[src/rtl/dsi_pkt_pkg.sv]
`timescale 1ns/1ps
package dsi_pkt_pkg;

  localparam int unsigned HDR_W    = 16;
  localparam int unsigned BYTE_W   = 8;
  localparam int unsigned ECC_BITS = 6;

  localparam logic [5:0] DT_NULL     = 6'h09;
  localparam logic [5:0] DT_DCS_LONG = 6'h39;
  localparam logic [5:0] DT_PIX24    = 6'h3E;
  localparam logic [5:0] DT_PIX16    = 6'h0E;
  localparam logic [5:0] DT_VS_START = 6'h01;
  localparam logic [5:0] DT_VS_END   = 6'h11;
  localparam logic [5:0] DT_HS_START = 6'h21;
  localparam logic [5:0] DT_HS_END   = 6'h31;

  localparam logic [15:0] CRC_SEED     = 16'hFFFF;
  localparam logic [15:0] CRC_POLY_REV = 16'h8408;

  typedef enum logic [2:0] {
    ST_IDLE, ST_DI, ST_B0, ST_B1, ST_ECC, ST_PAY, ST_CRCL, ST_CRCH
  } seq_state_t;

  // header bits covered by each parity bit
  function automatic logic [23:0] ecc_mask(input int unsigned idx);
    case (idx)
      0:       return 24'hF12CB7;
      1:       return 24'hF2555B;
      2:       return 24'h749A6D;
      3:       return 24'hB8E38E;
      4:       return 24'hDF03F0;
      default: return 24'hEFFC00;
    endcase
  endfunction

  // one payload byte into the reflected CRC, bit 0 first
  function automatic logic [15:0] crc16_byte(input logic [15:0] crc_in,
                                             input logic [7:0]  b);
    logic [15:0] c;
    logic        fb;
    c = crc_in;
    for (int i = 0; i < 8; i++) begin
      fb = c[0] ^ b[i];
      c  = c >> 1;
      if (fb) c = c ^ CRC_POLY_REV;
    end
    return c;
  endfunction

  function automatic logic is_long_type(input logic [5:0] dt);
    return (dt == DT_DCS_LONG) || (dt == DT_NULL) ||
           (dt == DT_PIX24)    || (dt == DT_PIX16);
  endfunction

  function automatic logic is_sync_type(input logic [5:0] dt);
    return (dt == DT_VS_START) || (dt == DT_VS_END) ||
           (dt == DT_HS_START) || (dt == DT_HS_END);
  endfunction

endpackage

[src/rtl/dsi_type_decode.sv]
`timescale 1ns/1ps
module dsi_type_decode
  import dsi_pkt_pkg::*;
(
  input  logic [5:0]       dtype,
  input  logic [HDR_W-1:0] word,
  output logic             is_long,
  output logic             is_null,
  output logic [HDR_W-1:0] count,
  output logic [7:0]       hb0,
  output logic [7:0]       hb1
);
  localparam int unsigned EXT_W = HDR_W + 2;

  logic [EXT_W-1:0] times3;
  logic [HDR_W-1:0] times2;
  logic             sync_t;

  assign times3  = {2'b00, word} + {1'b0, word, 1'b0};
  assign times2  = {word[HDR_W-2:0], 1'b0};
  assign is_long = is_long_type(dtype);
  assign is_null = (dtype == DT_NULL);
  assign sync_t  = is_sync_type(dtype);

  always_comb begin
    if (dtype == DT_PIX24)      count = times3[HDR_W-1:0];
    else if (dtype == DT_PIX16) count = times2;
    else                        count = word;
  end

  always_comb begin
    if (sync_t) begin
      hb0 = 8'h00;
      hb1 = 8'h00;
    end else begin
      hb0 = count[7:0];
      hb1 = count[15:8];
    end
  end
endmodule

[src/rtl/dsi_hdr_ecc.sv]
`timescale 1ns/1ps
module dsi_hdr_ecc
  import dsi_pkt_pkg::*;
(
  input  logic [23:0] hdr,
  output logic [7:0]  ecc
);
  logic [ECC_BITS-1:0] par;

  for (genvar g = 0; g < ECC_BITS; g++) begin : g_par
    assign par[g] = ^(hdr & ecc_mask(g));
  end

  assign ecc = {{(8-ECC_BITS){1'b0}}, par};
endmodule

[src/rtl/dsi_crc16_acc.sv]
`timescale 1ns/1ps
module dsi_crc16_acc
  import dsi_pkt_pkg::*;
(
  input  logic        clk,
  input  logic        rst_n,
  input  logic        clear,
  input  logic        en,
  input  logic [7:0]  din,
  output logic [15:0] crc
);
  always_ff @(posedge clk or negedge rst_n) begin
    if (!rst_n)     crc <= CRC_SEED;
    else if (clear) crc <= CRC_SEED;
    else if (en)    crc <= crc16_byte(crc, din);
  end
endmodule

[src/rtl/dsi_pkt_builder.sv]
`timescale 1ns/1ps
module dsi_pkt_builder
  import dsi_pkt_pkg::*;
(
  input  logic        clk,
  input  logic        rst_n,
  input  logic        req_valid,
  output logic        req_ready,
  input  logic [1:0]  req_vc,
  input  logic [5:0]  req_dtype,
  input  logic [15:0] req_word,
  input  logic        pay_valid,
  output logic        pay_ready,
  input  logic [7:0]  pay_data,
  output logic        out_valid,
  output logic [7:0]  out_data,
  output logic        out_first,
  output logic        out_last
);
  seq_state_t       st_q, st_d;
  logic [7:0]       di_q, b0_q, b1_q, ecc_q;
  logic             long_q, null_q;
  logic [HDR_W-1:0] left_q;

  logic             dec_long, dec_null;
  logic [HDR_W-1:0] dec_count;
  logic [7:0]       dec_b0, dec_b1, dec_ecc, di_in;
  logic [15:0]      crc_val;

  // named events
  logic             hdr_take;
  logic             byte_fire;
  logic             last_pay;
  logic [7:0]       pay_byte;

  assign di_in    = {req_vc, req_dtype};
  assign hdr_take = (st_q == ST_IDLE) && req_valid;

  dsi_type_decode u_dec (
    .dtype   (req_dtype),
    .word    (req_word),
    .is_long (dec_long),
    .is_null (dec_null),
    .count   (dec_count),
    .hb0     (dec_b0),
    .hb1     (dec_b1)
  );

  dsi_hdr_ecc u_ecc (
    .hdr ({dec_b1, dec_b0, di_in}),
    .ecc (dec_ecc)
  );

  assign pay_byte  = null_q ? 8'h00 : pay_data;
  assign byte_fire = (st_q == ST_PAY) && (null_q || pay_valid);
  assign last_pay  = byte_fire && (left_q == HDR_W'(1));

  dsi_crc16_acc u_crc (
    .clk   (clk),
    .rst_n (rst_n),
    .clear (hdr_take),
    .en    (byte_fire),
    .din   (pay_byte),
    .crc   (crc_val)
  );

  always_comb begin
    st_d = st_q;
    case (st_q)
      ST_IDLE: if (hdr_take) st_d = ST_DI;
      ST_DI:   st_d = ST_B0;
      ST_B0:   st_d = ST_B1;
      ST_B1:   st_d = ST_ECC;
      ST_ECC: begin
        if (!long_q)                  st_d = ST_IDLE;
        else if (left_q == '0)        st_d = ST_CRCL;
        else                          st_d = ST_PAY;
      end
      ST_PAY:  if (last_pay) st_d = ST_CRCL;
      ST_CRCL: st_d = ST_CRCH;
      ST_CRCH: st_d = ST_IDLE;
      default: st_d = ST_IDLE;
    endcase
  end

  always_ff @(posedge clk or negedge rst_n) begin
    if (!rst_n) begin
      st_q   <= ST_IDLE;
      di_q   <= '0;
      b0_q   <= '0;
      b1_q   <= '0;
      ecc_q  <= '0;
      long_q <= 1'b0;
      null_q <= 1'b0;
      left_q <= '0;
    end else begin
      st_q <= st_d;
      if (hdr_take) begin
        di_q   <= di_in;
        b0_q   <= dec_b0;
        b1_q   <= dec_b1;
        ecc_q  <= dec_ecc;
        long_q <= dec_long;
        null_q <= dec_null && dec_long;
        left_q <= dec_long ? dec_count : '0;
      end else if (byte_fire) begin
        left_q <= left_q - HDR_W'(1);
      end
    end
  end

  always_comb begin
    out_valid = 1'b1;
    out_data  = 8'h00;
    case (st_q)
      ST_DI:   out_data = di_q;
      ST_B0:   out_data = b0_q;
      ST_B1:   out_data = b1_q;
      ST_ECC:  out_data = ecc_q;
      ST_PAY: begin
        out_valid = null_q || pay_valid;
        out_data  = pay_byte;
      end
      ST_CRCL: out_data = crc_val[7:0];
      ST_CRCH: out_data = crc_val[15:8];
      default: out_valid = 1'b0;
    endcase
  end

  assign out_first = (st_q == ST_DI);
  assign out_last  = ((st_q == ST_ECC) && !long_q) || (st_q == ST_CRCH);
  assign req_ready = (st_q == ST_IDLE);
  assign pay_ready = (st_q == ST_PAY) && !null_q;


  di_after_take_chk: assert property (@(posedge clk) disable iff (!rst_n)
    req_valid && req_ready |=> out_valid && out_first && (out_data == $past(di_in)));


  ecc_top_zero_chk: assert property (@(posedge clk) disable iff (!rst_n)
    out_valid && $past(out_first, 3) && $past(out_valid, 3) |-> out_data[7:6] == 2'b00);


  crc_follows_chk: assert property (@(posedge clk) disable iff (!rst_n)
    last_pay |=> out_valid && (st_q == ST_CRCL));


  stall_hold_chk: assert property (@(posedge clk) disable iff (!rst_n)
    pay_ready && !pay_valid |=> $stable(left_q) && (st_q == ST_PAY));


  null_no_pull_chk: assert property (@(posedge clk) disable iff (!rst_n)
    byte_fire && null_q |-> !pay_ready && (out_data == 8'h00));


  busy_not_ready_chk: assert property (@(posedge clk) disable iff (!rst_n)
    out_valid |-> !req_ready);

endmodule

[config.mk]
export PLATFORM = sky130hd
export DESIGN_NAME = dsi_pkt_builder
export DESIGN_NICKNAME = d
export VERILOG_FILES = /design/src/rtl/dsi_pkt_pkg.sv /design/src/rtl/dsi_type_decode.sv /design/src/rtl/dsi_hdr_ecc.sv /design/src/rtl/dsi_crc16_acc.sv /design/src/rtl/dsi_pkt_builder.sv
export SDC_FILE = /design/constraint.sdc
export NUM_CORES = 1
export LEC_CHECK = 0
export ABC_AREA = 1
export BUFFER_PORTS_ARGS = -buffer_cell sky130_fd_sc_hd__buf_2
export CAP_MARGIN = 15
export CORE_MARGIN = 2
export CORE_UTILIZATION = 55
export CTS_CLUSTER_SIZE = 24
export DETAILED_ROUTE_END_ITERATION = 8
export GPL_TIMING_DRIVEN = 0
export PLACE_DENSITY = 0.85
export SLEW_MARGIN = 40
export SYNTH_ARGS = -nofsm -noshare
export SYNTH_HDL_FRONTEND = slang
export SYNTH_SLANG_ARGS = --single-unit
[constraint.sdc]
create_clock -name clk -period 4.25 [get_ports clk]
set_input_delay 0.85 -clock clk [delete_from_list [all_inputs] [get_ports clk]]
set_output_delay 0.85 -clock clk [all_outputs]
set_load 0.02 [all_outputs]
## Word-level counts from Yosys, hierarchy flattened

Cells that the tools add are included.
Widths: inputs -> output; s select.

| word-level totals | value |
|---|---|
| output and inout port bits | 13 |
| word-level logic and storage cells | 111 |
| bits of input ports | 36 |
| flip-flop bits (word level) | 67 |

| cells by class | value |
|---|---|
| bitwise operators | 16 |
| mux-type cells | 39 |
| add/subtract/negate cells | 2 |
| eq/ne operators | 18 |
| reductions and logical operators | 27 |

Operators by type and width:

| operator | count |
|---|---|
| $mux 16 | 29 |
| $reduce_xor 24->1 | 6 |
| $pmux 8 s7 | 1 |
| $eq 6x6->1 const B | 4 |
| $mux 8 | 3 |
| $not 2->3 | 8 |
| $pmux 3 s8 | 1 |
| $add 16x16->16 | 1 |
| $eq 16x1->1 const B | 1 |
| $logic_not 16->1 | 1 |
| $sub 16x1->16 const B | 1 |
| $eq 3x3->1 const B | 4 |
| $eq 6x4->1 const B | 2 |
| $mux 3 | 3 |
| $logic_or 1x1->1 | 8 |
| $xor 1x1->1 | 8 |
| $eq 3x2->1 const B | 2 |
| $eq 6x1->1 const B | 1 |
| $eq 6x5->1 const B | 1 |
| $logic_and 1x1->1 | 6 |
| $reduce_or 6->1 | 1 |
| $eq 3x1->1 const B | 1 |
| $logic_not 3->1 | 1 |
| $logic_not 1->1 | 2 |
| other kinds (6) | 6 |

## Logic depth before layout (Yosys ltp)

Gate-level depths: netlist of run 1.

| depth | value |
|---|---|
| depth in word-level cells | 33 |
| mapped depth | 23 |
| mapped depth without buffers | 23 |

## Cells and area by module

A second synthesis of run 1 with hierarchy kept.

| second synthesis, totals | value |
|---|---|
| cell total of the unflattened synthesis | 1089 |
| area, all modules | 6727.7 sq um |

Modules (own cells, without submodules):

| module | area an instance (sq um) | seq. area each (sq um) | instances | cells an instance |
|---|---|---|---|---|
| dsi_pkt_builder | 3196.8 | 1326.3 | 1 | 458 |
| dsi_type_decode | 1423.9 | 0.0 | 1 | 280 |
| dsi_hdr_ecc | 1061.0 | 0.0 | 1 | 214 |
| dsi_crc16_acc | 1046.0 | 420.4 | 1 | 137 |

## Least setup slack after synthesis of run 1

OpenSTA, ideal clock, no wires.

| path | value |
|---|---|
| path kind | input port to flip-flop |
| start | input port req_word[0] |
| end | register ecc_q[1] |
| setup slack | 1.463 ns |
| required time | 4.133 ns |
| path buffers | 0 |
| library setup time | 0.117 ns |
| stages on the path | 21 |
| arrival | 2.670 ns |
| cells stage by stage | ha_1 > inv_1 > fa_1 > inv_1 > nand3_1 > nand2_1 > nand3_1 > nand3_1 > nand2_1 > nand3_1 > nand2_1 > nand2_1 > nand2_1 > nand2_2 > inv_1 > nand2_2 > nand2_1 > nand2_1 > nand3_1 > nand2_1 > nand2_1 |

| between the ends | value |
|---|---|
| cells in the longest elaborated chain, start to end | 4 |
| elaborated cells between the ends (all ways) | 6 |
| classes of those cells | add/sub: 1; mux: 4; reduce/logical: 1 |

Ends and longest elaborated chain:

| item | line | text |
|---|---|---|
| start: declaration | dsi_pkt_builder.sv:11 | `input logic [15:0] req_word,` |
| $add 16x16->16 or $mux 16 (tied branches) | dsi_type_decode.sv:19, dsi_type_decode.sv:27 |  |
| $mux 16 (*) | dsi_type_decode.sv:26 | `if (dtype == DT_PIX24) count = times3[HDR_W-1:0];` |
| $mux 8 | dsi_type_decode.sv:32 | `if (sync_t) begin` |
| $reduce_xor 24->1 (*) | dsi_hdr_ecc.sv:11 | `assign par[g] = ^(hdr & ecc_mask(g));` |
| end signal: assignment | dsi_pkt_builder.sv:92 | `ecc_q <= '0;` |
| end signal: assignment | dsi_pkt_builder.sv:102 | `ecc_q <= dec_ecc;` |
| end: declaration | dsi_pkt_builder.sv:21 | `logic [7:0] di_q, b0_q, b1_q, ecc_q;` |

Mark *: on every way between the ends. The rest lies on a longest branch, timed or not.
A chain may end at the register's enable or synchronous reset.

## Final worst setup path of run 1

| path | value |
|---|---|
| start | register st_q[1] |
| end | output port out_data[2] |

| between the ends | value |
|---|---|
| cells in the longest elaborated chain, start to end | 2 |
| elaborated cells between the ends (all ways) | 8 |
| classes of those cells | eq/ne: 7; mux: 1 |

Ends and longest elaborated chain:

| item | line | text |
|---|---|---|
| start: declaration | dsi_pkt_builder.sv:20 | `seq_state_t st_q, st_d;` |
| start signal: assignment | dsi_pkt_builder.sv:97 | `st_q <= st_d;` |
| $eq 3x3->1 (tied with other cells) | dsi_pkt_builder.sv:115 | `case (st_q)` |
| $pmux 8 s7 (*) | dsi_pkt_builder.sv:115 |  |
| end: declaration | dsi_pkt_builder.sv:16 | `output logic [7:0] out_data,` |

Marked as above.

==> results.md, run 1 <==
* Result of the run: finished clean
* Portion of total power attributed to the clock network at 14.6%
* Total number of vias at 6,307
* Number of buffers on the longest clock path at 2
* Pin count of the biggest net entering global routing at 38
* Switching power summed over all nets at 1.73 mW
* Register share of total power at 32.2%
* Largest family of logic cells by synthesized area: simple AND/OR/NAND/NOR gates
* Share of synthesized cell area in and, or, nand and nor gates at 35.1%
* Cell-by-cell listing of the critical path: nor2_1, inv_1, nor2_1, clkinv_1, o21ai_0, a221oi_1, nand3_1, buf_2
* Post-synthesis cell count at 903
* Sw Ratio at 48.0%
* Combinational fraction of design power at 53.3%
* Relative slew margins at 56.3%
* Seq cells post-synth at 67
* GRT overflow at 0
* Clk Tree Root Cell: sky130_fd_sc_hd__clkbuf_8
* Via count of the first global-routing pass at 5,729
* Die Outline Area at 11,600 um2
* First-pass GRT wire length at 27,600 um
* Total placed cells including tap cells at 1,088
* Final Max Tran Viols at 0
* Net count after synthesis at 965
* Post-Synthesis Cell Area at 5930 um2
* Number of resized instances in the post-cts repair step at 0
* Standard cell with the maximum stage delay on the critical path: sky130_fd_sc_hd__dfrtp_1
* Port Buffer Count at 48
* Distinct cell type count after synthesis at 45
* Synthesized-area fraction occupied by xor and xnor cells at 6.21%
* Post-synth ARST share at 100%
* Ranking of synthesized cells by area: sky130_fd_sc_hd__dfrtp_1 (22%), sky130_fd_sc_hd__nand2_1 (17%), sky130_fd_sc_hd__inv_1 (7.8%)
* Tot GR Track Use at 30.0%
* Max-cap check violation count at 0
* Later-pin clock latency in the skew report at 0.35 ns
* Wire length after detailed routing at 16,800 um
* Setup repair after global routing missed its margin: false
* # nets final at 1,025
* Post-Syn Area per Cell at 6.56 um2
* Worst path max stage delay at 0.42 ns
* Cell repeated most along the worst path: sky130_fd_sc_hd__nor2_1
* Starting utilization of the core area at 56.9%
* Worst Hold Class: input port to async pin
* IR drop worst, VDD at 0.300 mV
* Detailed-route vias per instance at 5.71
* Quantity of hold-fixing buffers added after cts at 0
* Number of enable-type register cells in the synthesized netlist at 0
* Standard-cell rows at 37
* Most frequently used flop master after synthesis: sky130_fd_sc_hd__dfrtp_1
* Detailed-router iteration count before antenna repair at 7
* Number of cells in the finished layout apart from fillers at 1,104
* RD Place Congestion at 1.02
* Area fraction of the dominant cell type after synthesis at 21.5%
* Fraction of the cycle the final worst path needs at 76.3%
* Highest fanout seen on the critical path at 10
* Total power density per cell area at 551 nW/um2
* I/O pin count at 49
* Top achievable clock speed at 308 MHz
* Starting DRC count in detailed routing at 654
* Buffering stage count on the worst path with inverters included at 3
* Core region area at 10,400 um2
* Required time reported for the critical path endpoint at 3.40 ns
* Count of final hold-check violations at 0
* Clock Sink Count at 67
* Share of cell area taken by muxes after synthesis at 0%
* Worst Path Class, Setup: register to output port
* Clock Skews at 0.0147 ns
* Startpoint type of the worst setup path: register
* Accumulated negative setup slack at 0 ns
* DIE HEIGHT at 108 um
* Post-CTS clock slew at the launch and capture registers of the worst setup and hold paths at 0.08 ns
* CTS buffer count at 9
* Yosys warning total at 0
* Post-detail-place hpwl at 13,100 um
* Transition time at the pin with the least slew margin at 0.651 ns
* Kind of cell adding the most delay to the critical path: buffers and inverters
* Arithmetic-cell share of the synthesized area counting full adders, half adders and majority gates at 5.62%
* Remaining DRCs at 0
* Synth-to-Final Area Change at 10.6%
* Top library cells by usage in the layout, fill and taps aside: sky130_fd_sc_hd__nand2_1 (268), sky130_fd_sc_hd__inv_1 (123), sky130_fd_sc_hd__nand3_1 (91), sky130_fd_sc_hd__nor2_1 (63), sky130_fd_sc_hd__buf_2 (52)
* Buffer count from post-CTS setup fixing at 0
* Yosys top cell by area: sky130_fd_sc_hd__dfrtp_1
* Average wire length per cell after detail routing at 15.2 um
* Internal cell power at 1.88 mW
* Most common cell after layout, fill and taps aside: sky130_fd_sc_hd__nand2_1
* Seq/Total Area, Yosys at 28.6%
* Die X-Extent at 108 um
* Arrival time of the worst setup path at 2.39 ns
* Post-synthesis compound-gate area fraction at 14.0%
* Tmin final at 3.24 ns
* Layout cell share with drive strength beyond 1 at 13.6%
* Number of H-tree levels at 3
* Initial antenna violation count at 0
* Pleak at 3.55 nW
* CTS tree: built
* DRT antenna net count at 0
* Endpoint class of the critical path: output port
* Count of final setup violators at 0
* Number of antenna repair diodes at 0
[power groups by stage]
stage          Sequential, mW  Combinational, mW  Clock [mW]
2_1_floorplan            1.09               1.40           0
3_3_place_gp             1.15               1.83           0
3_5_place_dp             1.16               1.87           0
4_1_cts                  1.15               1.90       0.527
5_1_grt                  1.19               2.14       0.556
6_report                 1.16               1.92       0.527
[kinds of logic after synthesis]
logic type	after synthesis
AND/OR/NAND/NOR	479
adder cells (fa/ha/maj)	26
AO/OA/AOI/OAI	134
flip-flops	67
buffers and inverters	155
XOR/XNOR	42
[final timing paths]
check                      slack, ns  cells past startpoint       endpoint           from
max reg2reg                     1.80                      8         null_q        st_q[1]
max in group asynchronous       3.22                      2   u_crc.crc[3]          rst_n
min reg2reg                     0.49                      2  u_crc.crc[10]  u_crc.crc[10]
min in group clk                0.49                      2  u_crc.crc[10]  u_crc.crc[10]
min                             0.44                      1      left_q[5]          rst_n
max                             1.01                      8    out_data[2]        st_q[1]
[synth_stat cells, drive strengths merged, types with 16 or more instances]
cell	count
inv	132
o21ai	56
dfstp	16
nor2	71
nand2	283
dfrtp	51
xnor2	18
nand4	18
ha	25
a21oi	29
nand3	94
xor2	24
[routing by layer]
| metal | up-vias | GRT usage (%) | part of all wire (%) |
|---|---|---|---|
| met3 | 50 | 4.42 | 8.7 |
| met1 | 2897 | 42.1 | 43 |
| li1 | 3059 | - | - |
| met5 | - | 0 | 0 |
| met4 | 0 | 8.70 | 2.6 |
| met2 | 301 | 48.0 | 46 |
[metrics by stage]
step	cell area, um2	utilization, %	worst slack [ns]	hold slack, ns	total power [mW]
detailed placement	6360	61.1	0.869	0.475	3.03
global placement	6340	60.8	0.899	0.467	2.98
global route	6550	62.9	0.853	0.464	3.88
floorplan	5930	-	1.46	0.449	2.49
finish	6550	62.9	1.01	0.442	3.61
CTS	6550	62.9	1.08	0.455	3.58
[area by class of cell]
cell class | instances | area, um2
fill | 977 | 3860
multi-input combinational | 681 | 3610
sequential | 67 | 1700
inverter | 134 | 503
timing repair buffer | 49 | 263
tap | 136 | 170
clock buffer | 9 | 124
buffer | 21 | 115
clock inverter | 7 | 68.8
[registers in the layout, summed over array words and instances, names as in the netlist]
signal     cells
left_q        16
u_crc.crc     16
b0_q           8
b1_q           8
di_q           8
ecc_q          6
st_q           3
long_q         1
null_q         1
(Power assumes the default switching activity.)
==> inputs of run 2 (changes only) <==
--- a/config.mk
+++ b/config.mk
@@ -5,7 +5,7 @@
 export SDC_FILE = /design/constraint.sdc
 export NUM_CORES = 1
 export LEC_CHECK = 0
-export ABC_AREA = 1
+export ABC_AREA = 0
 export BUFFER_PORTS_ARGS = -buffer_cell sky130_fd_sc_hd__buf_2
 export CAP_MARGIN = 15
 export CORE_MARGIN = 2
@@ -13,7 +13,7 @@
 export CTS_CLUSTER_SIZE = 24
 export DETAILED_ROUTE_END_ITERATION = 8
 export GPL_TIMING_DRIVEN = 0
-export PLACE_DENSITY = 0.85
+export PLACE_DENSITY = 0.89
 export SLEW_MARGIN = 40
 export SYNTH_ARGS = -nofsm -noshare
 export SYNTH_HDL_FRONTEND = slang
==> constraint.sdc (replaced) <==
create_clock -name clk -period 2.8 [get_ports clk]
set_input_delay 0.56 -clock clk [delete_from_list [all_inputs] [get_ports clk]]
set_output_delay 0.56 -clock clk [all_outputs]
set_load 0.02 [all_outputs]
==> results.md, run 2 <==
* Result of the run: finished with violations (was finished clean)
* Violated checks: setup timing
* Detailed-router iteration count before antenna repair at 5 (was 7)
* Via count of the first global-routing pass at 4,926 (was 5,729)
* Count of final hold-check violations at 0 (unchanged)
* Fraction of the cycle the final worst path needs at 118%
* Worst Path Class, Setup: input port to register (was register to output port)
* Tmin final at 3.29 ns
* GRT overflow at 0 (unchanged)
* Buffering stage count on the worst path with inverters included at 3 (unchanged)
* Accumulated negative setup slack at -2.39 ns (was 0 ns)
* First-pass GRT wire length at 24,700 um (was 27,600 um)
* Average wire length per cell after detail routing at 19.1 um (was 15.2 um)
* Post-CTS clock slew at the launch and capture registers of the worst setup and hold paths at 0.08 ns (about the same)
* Endpoint class of the critical path: register (was output port)
* Yosys warning total at 0 (unchanged)
* Later-pin clock latency in the skew report at 0.36 ns (was 0.35 ns)
* Layout cell share with drive strength beyond 1 at 29.1% (was 13.6%)
* Total number of vias at 5,169 (was 6,307)
* CTS tree: built (unchanged)
* DIE HEIGHT at 103 um (was 108 um)
* Post-Syn Area per Cell at 8.84 um2 (was 6.56 um2)
* Required time reported for the critical path endpoint at 3.04 ns (was 3.40 ns)
* Most common cell after layout, fill and taps aside: sky130_fd_sc_hd__nand2_1 (unchanged)
* Biggest regs: left_q (16), u_crc.crc (16) (unchanged)
* Number of buffers on the longest clock path at 2 (unchanged)
* Portion of total power attributed to the clock network at 15.6% (was 14.6%)
* Combinational fraction of design power at 52.9% (was 53.3%)
* Count of final setup violators at 6 (was 0)
* Final Max Tran Viols at 0 (unchanged)
* Post-detail-place hpwl at 11,600 um (was 13,100 um)
* CTS buffer count at 9 (unchanged)
* Post-synth ARST share at 100% (unchanged)
* Starting DRC count in detailed routing at 330 (was 654)
* R2r setup slk at 0.07 ns (was 1.80 ns)
* Yosys top cell by area: sky130_fd_sc_hd__dfrtp_1 (unchanged)
* Most frequent cells after synthesis: sky130_fd_sc_hd__nand2_1 (62), sky130_fd_sc_hd__nor2_1 (56), sky130_fd_sc_hd__dfrtp_1 (51), sky130_fd_sc_hd__xnor2_1 (43), sky130_fd_sc_hd__o21ai_0 (41) (was sky130_fd_sc_hd__nand2_1 (268), sky130_fd_sc_hd__inv_1 (123), sky130_fd_sc_hd__nand3_1 (91), sky130_fd_sc_hd__nor2_1 (63), sky130_fd_sc_hd__dfrtp_1 (51))
* DR top layer: met4 (unchanged)
* Number of fill cells at 690 (was 977)
* I/O pin count at 49 (unchanged)
* Total design power at 5.76 mW (was 3.61 mW)
* RD Place Congestion at 0.941 (was 1.02)
* Most frequently used flop master after synthesis: sky130_fd_sc_hd__dfrtp_1 (unchanged)
* Clock Sink Count at 67 (unchanged)
* Standard cell with the maximum stage delay on the critical path: sky130_fd_sc_hd__xnor3_1 (was sky130_fd_sc_hd__dfrtp_1)
* Max-cap check violation count at 0 (unchanged)
* Net count after synthesis at 675 (was 965)
* Distinct cell type count after synthesis at 67 (was 45)
* Post-synthesis cell count at 613 (was 903)
* # nets final at 761 (was 1,025)
* Top library cells by usage in the layout, fill and taps aside: sky130_fd_sc_hd__nand2_1 (62), sky130_fd_sc_hd__nor2_1 (55), sky130_fd_sc_hd__dfrtp_1 (51), sky130_fd_sc_hd__buf_2 (46), sky130_fd_sc_hd__o21ai_0 (39) (was sky130_fd_sc_hd__nand2_1 (268), sky130_fd_sc_hd__inv_1 (123), sky130_fd_sc_hd__nand3_1 (91), sky130_fd_sc_hd__nor2_1 (63), sky130_fd_sc_hd__buf_2 (52))
* Setup repair after global routing missed its margin: true (was false)
* Post-Synthesis Cell Area at 5420 um2 (was 5930 um2)
* Top achievable clock speed at 304 MHz
* Starting utilization of the core area at 55.9% (was 56.9%)
* Seq/Total Area, Yosys at 31.3% (was 28.6%)
* Kind of cell adding the most delay to the critical path: XOR/XNOR gates (was buffers and inverters)
* Total power density per cell area at 847 nW/um2 (was 551 nW/um2)
* Sw Ratio at 44.0% (was 48.0%)
* Synth-to-Final Area Change at 25.5% (was 10.6%)
* Worst Hold Class: input port to async pin (unchanged)
* Setup WS pre-CTS at -1.26 ns (was 0.869 ns)
* Number of enable-type register cells in the synthesized netlist at 0 (unchanged)
* Quantity of hold-fixing buffers added after cts at 0 (unchanged)
* Die Outline Area at 10,700 um2 (was 11,600 um2)
* Highest fanout seen on the critical path at 6 (was 10)
* Initial antenna violation count at 0 (unchanged)
* Met2 routed WL at 8000 um (was 7690 um)
* Relative slew margins at 45.6% (was 56.3%)
* Core region area at 9680 um2 (was 10,400 um2)
* Clk Tree Root Cell: sky130_fd_sc_hd__clkbuf_8 (unchanged)
* Area fraction of the dominant cell type after synthesis at 23.6% (was 21.5%)
* Transition time at the pin with the least slew margin at 0.804 ns (was 0.651 ns)
* Arrival time of the worst setup path at 3.53 ns (was 2.39 ns)
* Pleak at 3.02 nW (was 3.55 nW)
* Met1 WL at 6220 um (was 7180 um)
* Switching power summed over all nets at 2.53 mW (was 1.73 mW)
* Standard-cell rows at 36 (was 37)
* Number of antenna repair diodes at 0 (unchanged)
* Remaining DRCs at 0 (unchanged)
* Ranking of synthesized cells by area: sky130_fd_sc_hd__dfrtp_1 (24%), sky130_fd_sc_hd__dfstp_2 (7.8%), sky130_fd_sc_hd__xnor2_1 (7.0%) (was sky130_fd_sc_hd__dfrtp_1 (22%), sky130_fd_sc_hd__nand2_1 (17%), sky130_fd_sc_hd__inv_1 (7.8%))
* Met3 wirelength from detailed routing at 1160 um (was 1460 um)
* Detailed-route vias per instance at 6.18 (was 5.71)
* Port Buffer Count at 48 (unchanged)
* Clock Skews at 0.00898 ns (was 0.0147 ns)
* Library cell with the highest instance count after synthesis: sky130_fd_sc_hd__nand2_1 (unchanged)
* Cell-by-cell listing of the critical path: buf_8, ha_4, inv_4, fa_2, nand2b_4, a21oi_4, o211ai_4, nand3_1, or3b_1, clkbuf_8, xnor2_4, nor2_2, xor2_1, xnor3_1, mux2_4 (was nor2_1, inv_1, nor2_1, clkinv_1, o21ai_0, a221oi_1, nand3_1, buf_2)
* Register share of total power at 31.5% (was 32.2%)
* Die X-Extent at 103 um (was 108 um)
* Wire length after detailed routing at 16,000 um (was 16,800 um)
* DRT antenna net count at 0 (unchanged)
* Seq cells post-synth at 67 (unchanged)
* Internal cell power at 3.23 mW (was 1.88 mW)
* Pin count of the biggest net entering global routing at 39 (was 38)
* Smallest setup slack after layout at -0.490 ns (was 1.01 ns)
* Worst path max stage delay at 0.46 ns (was 0.42 ns)
* Hold slack at 0.127 ns (was 0.442 ns)
* Tot GR Track Use at 30.4% (was 30.0%)
* Number of H-tree levels at 3 (unchanged)
* Startpoint type of the worst setup path: input port (was register)
* IR drop worst, VDD at 0.556 mV (was 0.300 mV)
run 2: what timing repair did:
item,4_1_cts,5_1_grt
buffers inserted,19,9
pin swaps,27,12
gates resized for setup,77,16
setup endpoints to repair,18,9
run 2: final timing paths:
| check | cells past startpoint | end | from |
|---|---|---|---|
| min in group clk | 3 | st_q[0] | req_valid |
| hold / removal | 1 | null_q | rst_n |
| setup reg to reg | 8 | left_q[9] | st_q[1] |
| hold reg to reg | 2 | ecc_q[1] | ecc_q[1] |
| max in group asynchronous | 2 | u_crc.crc[14] | rst_n |
| setup / recovery | 15 | ecc_q[3] | req_word[1] |
run 2: stage by stage:
| step | area (um2) | util [%] | cells |
|---|---|---|---|
| after floorplan | 5530 | - | 613 |
| after global placement | 5940 | 61.3 | 794 |
| after detailed placement | 5960 | 61.5 | 795 |
| after CTS | 6670 | 68.9 | 829 |
| after global routing | 6800 | 70.2 | 837 |
| final | 6800 | 70.2 | 837 |
run 2: area by class of cell:
type	instances	area [um2]	area share [%]
plain buffers	31	165	2.43
clock buffers	10	128	1.88
clock inverters	6	90.1	1.33
inverters	25	96.3	1.42
multi-input cells	489	3950	58.1
flip-flops and latches	67	1700	25.0
well taps	133	166	2.45
repair buffers	76	507	7.46
run 2: logic make-up after synthesis:
logic type                 after synthesis  synth area share, %
and+or+nand+nor                        201                 17.9
AOI/OAI and AO/OA                      152                 18.7
xor gates and xnor gates                75                 14.4
DFF                                     67                 31.3
buffers and inverters                   57                 4.04
muxes                                   35                 7.42
adders and majority gates               26                 6.14
run 2: routing by layer:
metal,up-vias,global-route usage [%]
li1,2364,-
met1,2491,36.3
met2,252,53.6
met3,62,5.98
met4,0,12.4
met5,-,0
run 2: power by group through the flow:
stage | Sequential (mW) | Clock [mW] | Combinational, mW
3_3_place_gp | 1.77 | 0 | 2.66
6_report | 1.81 | 0.901 | 3.04
5_1_grt | 1.85 | 0.940 | 3.30
3_5_place_dp | 1.80 | 0 | 2.78
4_1_cts | 1.79 | 0.893 | 2.94
2_1_floorplan | 1.66 | 0 | 2.13
